==> config.mk <==
export PLATFORM = sky130hd
export DESIGN_NAME = aeflag_bus_ctrl
export DESIGN_NICKNAME = d
export VERILOG_FILES = /design/src/rtl/aeflag_pkg.sv /design/src/rtl/aeflag_mode_latch.sv /design/src/rtl/aeflag_direct_sel.sv /design/src/rtl/aeflag_token_ring.sv /design/src/rtl/aeflag_bus_ctrl.sv
export SDC_FILE = /design/constraint.sdc
export NUM_CORES = 1
export LEC_CHECK = 0
export ABC_CLOCK_PERIOD_IN_PS = 1500
export BUFFER_PORTS_ARGS = -buffer_cell sky130_fd_sc_hd__buf_2
export CAP_MARGIN = 10
export CELL_PAD_IN_SITES_DETAIL_PLACEMENT = 1
export CELL_PAD_IN_SITES_GLOBAL_PLACEMENT = 1
export CORE_AREA = 2 2 39 41
export DETAILED_ROUTE_END_ITERATION = 8
export DIE_AREA = 0 0 41 43
export GPL_ROUTABILITY_DRIVEN = 0
export PLACE_DENSITY_LB_ADDON = 0.25
export SKIP_LAST_GASP = 1
export SYNTH_ARGS = -nofsm -noshare
export SYNTH_HDL_FRONTEND = slang
export SYNTH_SLANG_ARGS = --single-unit
==> constraint.sdc <==
create_clock -name clk_rd -period 1.5 [get_ports clk_rd]
set_clock_uncertainty 0.2 [all_clocks]
set_input_delay 0.225 -clock clk_rd [delete_from_list [all_inputs] [get_ports clk_rd]]
set_output_delay 0.225 -clock clk_rd [all_outputs]
set_load 0.01 [all_outputs]
==> src/rtl/aeflag_pkg.sv <==
package aeflag_pkg;
  typedef enum logic {
    MODE_DIRECT = 1'b0,
    MODE_POLLED = 1'b1
  } flag_mode_e;
endpackage

==> src/rtl/aeflag_mode_latch.sv <==
module aeflag_mode_latch
  import aeflag_pkg::*;
(
  input  logic       clk_rd,
  input  logic       rst_n,
  input  logic       mode_pin_i,
  output logic       armed_o,
  output flag_mode_e mode_o
);
  logic       armed_q, armed_d;
  flag_mode_e mode_q, mode_d;

  always_comb begin
    armed_d = 1'b1;
    mode_d  = armed_q ? mode_q : flag_mode_e'(mode_pin_i);
  end

  always_ff @(posedge clk_rd or negedge rst_n) begin
    if (!rst_n) begin
      armed_q <= 1'b0;
      mode_q  <= MODE_DIRECT;
    end else begin
      armed_q <= armed_d;
      mode_q  <= mode_d;
    end
  end

  assign armed_o = armed_q;
  assign mode_o  = mode_q;

  AST_MODE_FROZEN: assert property (@(posedge clk_rd) disable iff (!rst_n)
    armed_q |=> (mode_q == $past(mode_q)));
endmodule

==> src/rtl/aeflag_direct_sel.sv <==
module aeflag_direct_sel #(
  parameter int ADDR_W = 3,
  parameter int DEV_ID = 2
) (
  input  logic              clk_rd,
  input  logic              rst_n,
  input  logic              enable_i,
  input  logic              ready_i,
  input  logic              strobe_i,
  input  logic [ADDR_W-1:0] addr_i,
  output logic              sel_nx_o,
  output logic              sel_o
);
  localparam logic [ADDR_W-1:0] MY_ADDR = ADDR_W'(DEV_ID);

  logic sel_q, sel_d;
  logic take;

  always_comb begin
    take  = enable_i && ready_i && strobe_i;
    sel_d = sel_q;
    if (take) sel_d = (addr_i == MY_ADDR);
  end

  always_ff @(posedge clk_rd or negedge rst_n) begin
    if (!rst_n) sel_q <= 1'b0;
    else        sel_q <= sel_d;
  end

  assign sel_nx_o = sel_d;
  assign sel_o    = sel_q;

  AST_HOLD_NO_STROBE: assert property (@(posedge clk_rd) disable iff (!rst_n)
    !strobe_i |=> (sel_q == $past(sel_q)));
  AST_NO_SEL_UNREADY: assert property (@(posedge clk_rd) disable iff (!rst_n)
    (!ready_i && !sel_q) |=> !sel_q);
endmodule

==> src/rtl/aeflag_token_ring.sv <==
module aeflag_token_ring #(
  parameter bit INIT_TOKEN = 1'b1
) (
  input  logic clk_rd,
  input  logic rst_n,
  input  logic enable_i,
  input  logic ready_i,
  input  logic tok_in_i,
  output logic tok_nx_o,
  output logic tok_o
);
  logic tok_q, tok_d;
  logic started_q, started_d;

  always_comb begin
    tok_d     = tok_q;
    started_d = started_q;
    if (enable_i) begin
      if (started_q) begin
        tok_d = tok_in_i;
      end else if (ready_i) begin
        started_d = 1'b1;
        tok_d     = INIT_TOKEN;
      end
    end
  end

  always_ff @(posedge clk_rd or negedge rst_n) begin
    if (!rst_n) begin
      tok_q     <= 1'b0;
      started_q <= 1'b0;
    end else begin
      tok_q     <= tok_d;
      started_q <= started_d;
    end
  end

  assign tok_nx_o = tok_d;
  assign tok_o    = tok_q;

  AST_TOKEN_PASSES: assert property (@(posedge clk_rd) disable iff (!rst_n)
    started_q |=> (tok_q == $past(tok_in_i)));
  AST_NO_START_UNREADY: assert property (@(posedge clk_rd) disable iff (!rst_n)
    (!started_q && !ready_i) |=> !tok_q);
endmodule

==> src/rtl/aeflag_bus_ctrl.sv <==
module aeflag_bus_ctrl
  import aeflag_pkg::*;
#(
  parameter int ADDR_W     = 3,
  parameter int NQ         = 4,
  parameter int DEV_ID     = 2,
  parameter bit INIT_TOKEN = 1'b1
) (
  input  logic              clk_rd,
  input  logic              rst_n,
  input  logic              mode_pin_i,
  input  logic              ready_i,
  input  logic              strobe_i,
  input  logic [ADDR_W-1:0] addr_i,
  input  logic              tok_in_i,
  input  logic [NQ-1:0]     q_status_i,
  output logic [NQ-1:0]     status_o,
  output logic              status_oe_o,
  output logic              sync_o,
  output logic              tok_out_o
);
  logic       armed;
  flag_mode_e mode;
  logic       poll_en, direct_en;
  logic       sel_nx, sel;
  logic       tok_nx, tok;
  logic       drive_nx;

  logic [NQ-1:0] status_q, status_d;
  logic          oe_q, oe_d;

  aeflag_mode_latch u_mode (
    .clk_rd     (clk_rd),
    .rst_n      (rst_n),
    .mode_pin_i (mode_pin_i),
    .armed_o    (armed),
    .mode_o     (mode)
  );

  assign poll_en   = armed && (mode == MODE_POLLED);
  assign direct_en = armed && (mode == MODE_DIRECT);

  aeflag_direct_sel #(
    .ADDR_W (ADDR_W),
    .DEV_ID (DEV_ID)
  ) u_direct (
    .clk_rd   (clk_rd),
    .rst_n    (rst_n),
    .enable_i (direct_en),
    .ready_i  (ready_i),
    .strobe_i (strobe_i),
    .addr_i   (addr_i),
    .sel_nx_o (sel_nx),
    .sel_o    (sel)
  );

  aeflag_token_ring #(
    .INIT_TOKEN (INIT_TOKEN)
  ) u_ring (
    .clk_rd   (clk_rd),
    .rst_n    (rst_n),
    .enable_i (poll_en),
    .ready_i  (ready_i),
    .tok_in_i (tok_in_i),
    .tok_nx_o (tok_nx),
    .tok_o    (tok)
  );

  always_comb begin
    drive_nx = sel_nx || tok_nx;
    oe_d     = drive_nx;
    status_d = drive_nx ? q_status_i : '0;
  end

  always_ff @(posedge clk_rd or negedge rst_n) begin
    if (!rst_n) begin
      oe_q     <= 1'b0;
      status_q <= '0;
    end else begin
      oe_q     <= oe_d;
      status_q <= status_d;
    end
  end

  assign status_o    = status_q;
  assign status_oe_o = oe_q;
  assign sync_o      = tok;
  assign tok_out_o   = tok;

  AST_ONE_SOURCE: assert property (@(posedge clk_rd) disable iff (!rst_n)
    !(sel && tok));
  AST_QUIET_IDLE: assert property (@(posedge clk_rd) disable iff (!rst_n)
    !status_oe_o |-> (status_o == '0));
  AST_SYNC_ON_BUS: assert property (@(posedge clk_rd) disable iff (!rst_n)
    sync_o |-> status_oe_o);
  AST_DIRECT_NO_TOKEN: assert property (@(posedge clk_rd) disable iff (!rst_n)
    (armed && (mode == MODE_DIRECT)) |-> !tok_out_o);
endmodule

==> results.sh <==
export IMPL_syn_area_um2=377
export IMPL_hold_class="in -> reg"
export IMPL_clk_latency_ps=250
export IMPL_ys_ff_latch=10
export IMPL_grt_pass1_wl_mm=1.26
export IMPL_crit_start="u_mode.mode_o"
export IMPL_cp_max_fo=6
export IMPL_vias_per_cell=4.39
export IMPL_port_buffers=19
export IMPL_total_power_mw=0.631
export IMPL_h_tree_depth=1
export IMPL_drt_total_wl_um=819
export IMPL_status="completed"
export IMPL_start_util=0.272
export IMPL_drt_iter0_drc=3
export IMPL_ys_types=14
export IMPL_ant_nets=0
export IMPL_hold_path_startpoint="q_status_i[1]"
export IMPL_antenna_found_initial=0
export IMPL_dpl_worst_slack_ps=85.0
export IMPL_firstDrtPassIters=3
export IMPL_setup_viol=0
export IMPL_drcViolationCount=0
export IMPL_placeableCoreArea_um2=1380
export IMPL_cts_buffers=3
export IMPL_die_area_um2=1760
export IMPL_r2r_start="u_mode.mode_o"
export IMPL_grt_pass1_vias=340
export IMPL_cts_tree="built"
export IMPL_netlist_area_leader_share=0.664
export IMPL_setup_worst_path_end_class="flip-flop"
export IMPL_antennaDiodeCount=0
export IMPL_die_h_um=43
export IMPL_vias=294
export IMPL_whs_ps=23.0
export IMPL_ir_drop_v=0.000495
export IMPL_fmax_ghz=0.716
export IMPL_io_pins=20
export IMPL_synthCells=27
export IMPL_crit_arrival_ps=1370
export IMPL_track_usage=0.114
export IMPL_maxCapViolCount=0
export IMPL_hold_depth=2
export IMPL_period_minus_slack_ps=1400
export IMPL_yosysWarnings=0
export IMPL_wl_per_cell_um=12.2
export IMPL_cts_sinks=10
export IMPL_nets=66
export IMPL_p_leak_nw=0.275
export IMPL_start_kind="flip-flop"
export IMPL_slew_violations=0
export IMPL_yosysTopAreaCell="dfrtp_1"
export IMPL_reg2regPathDepth=3
export IMPL_hold_viol=0
export IMPL_finalCritPeriodShare=0.931
export IMPL_power_density_nw_per_um2=1160
export IMPL_clk_pin_slew_worst_paths_ps=60
export IMPL_drive_above_1_share=0.510
export IMPL_die_x_um=41
export IMPL_synth_avg_cell_area_um2=13.9
export IMPL_fin_setup_tns_ps=0
export IMPL_ys_seq_area_frac=0.664
export IMPL_crit_type="reg -> reg"
export IMPL_postCtsSetupBuffers=0
export IMPL_required_ps=1470
export IMPL_rsz0062_at_grt="no"
export IMPL_clock_root_buffer="clkbuf_4"
export IMPL_grt_max_degree=11
export IMPL_synth_area_top_cells="dfrtp_1 (66%), a21boi_1 (8.0%), nand4b_1 (4.7%), mux2i_2 (3.7%), mux2_2 (3.0%)"
export IMPL_rows=14
export IMPL_grt_ovfl_total=0
export IMPL_setup_slack_ps=103
export IMPL_cts_max_path_buffers=2
export IMPL_syn_num_nets=40
export IMPL_area_delta_synth_final_pct=44.2
cell type report:
cell class	instances	area (um^2)
inverter	2	7.51
tap	16	20.0
multi-input combinational	14	120
timing repair buffer	22	123
clock buffer	3	22.5
sequential	10	250
fill	161	841
routing by layer:
layer,wire [um],up-vias,GRT usage
met5,0,-,0
met4,0,0,0.0800
met1,282,142,0.108
li1,-,140,-
met2,467,12,0.184
met3,69,0,0.0471
layout by cell type, fill, tap and decap left out:
cell type	synthesis	routed
buf_2	0	19
dfrtp_1	10	10
a21boi_1	4	4
clkbuf_4	0	3
nand4b_1	2	2
dlygate4sd3_1	0	2
o211a_1	1	1
o21ai_1	1	1
inv_2	1	1
nor3b_1	1	1
mux2i_4	0	1
inv_1	1	1
nand2_1	1	1
mux2_2	1	1
a31o_1	1	1
buf_4	1	1
conb_1	1	1
synthesized netlist by cell type:
cell      number
dfrtp_1       10
a21boi_1       4
nand4b_1       2
a31o_1         1
buf_4          1
conb_1         1
inv_1          1
inv_2          1
mux2_2         1
mux2i_2        1
nand2_1        1
nor3b_1        1
o211a_1        1
o21ai_1        1
cells by family (layout without fill, tap and decap cells):
| logic type | count (synthesis) | in the layout | share of synthesized area |
|---|---|---|---|
| AOI/OAI and AO/OA | 7 | 7 | 0.143 |
| buffers and inverters | 3 | 27 | 0.0399 |
| DFF | 10 | 10 | 0.664 |
| muxes | 2 | 2 | 0.0664 |
| other | 1 | 1 | 0.00996 |
| and+or+nand+nor | 4 | 4 | 0.0764 |
metrics by stage:
stage | std cells | util | cell area [um^2]
floorplan | 27 | - | 377
global placement | 62 | 0.355 | 492
detailed placement | 62 | 0.355 | 492
CTS | 67 | 0.386 | 534
global route | 67 | 0.392 | 543
finish | 67 | 0.392 | 543
final timing paths:
| check | end | slack (ps) |
|---|---|---|
| min in group asynchronous | u_direct.sel_o | 160 |
| max in group asynchronous | status_o[1] | 750 |
| max | status_o[0] | 100 |
| min reg2reg | u_ring.started_q | 320 |
| max reg2reg | status_o[0] | 100 |
| min | status_o[1] | 20 |
state kept, by name, indices dropped and copies added, names as in the netlist:
name / cells
status_o: 4
status_oe_o: 1
u_direct.sel_o: 1
u_mode.armed_o: 1
u_mode.mode_o: 1
u_ring.started_q: 1
u_ring.tok_o: 1
worst max-delay path, stage by stage, from the launching register on:
cell and delay (ps):
dfrtp_1 410, nand4b_1 260, mux2i_4 260, a21boi_1 180
where the power goes:
part           leakage [nW]  total (mW)  switching (mW)  internal, mW
Combinational         0.144       0.139          0.0705        0.0686
Clock                0.0138       0.168          0.0764        0.0918
Sequential            0.117       0.323          0.0172         0.306
what timing repair did:
action | 4_1_cts | 5_1_grt
endpoints found under the hold margin | 11 | 0
setup endpoints to repair | 0 | 2
gates resized for setup | 0 | 1
hold buffers | 2 | 0
Power figures use the tool's default switching activity.
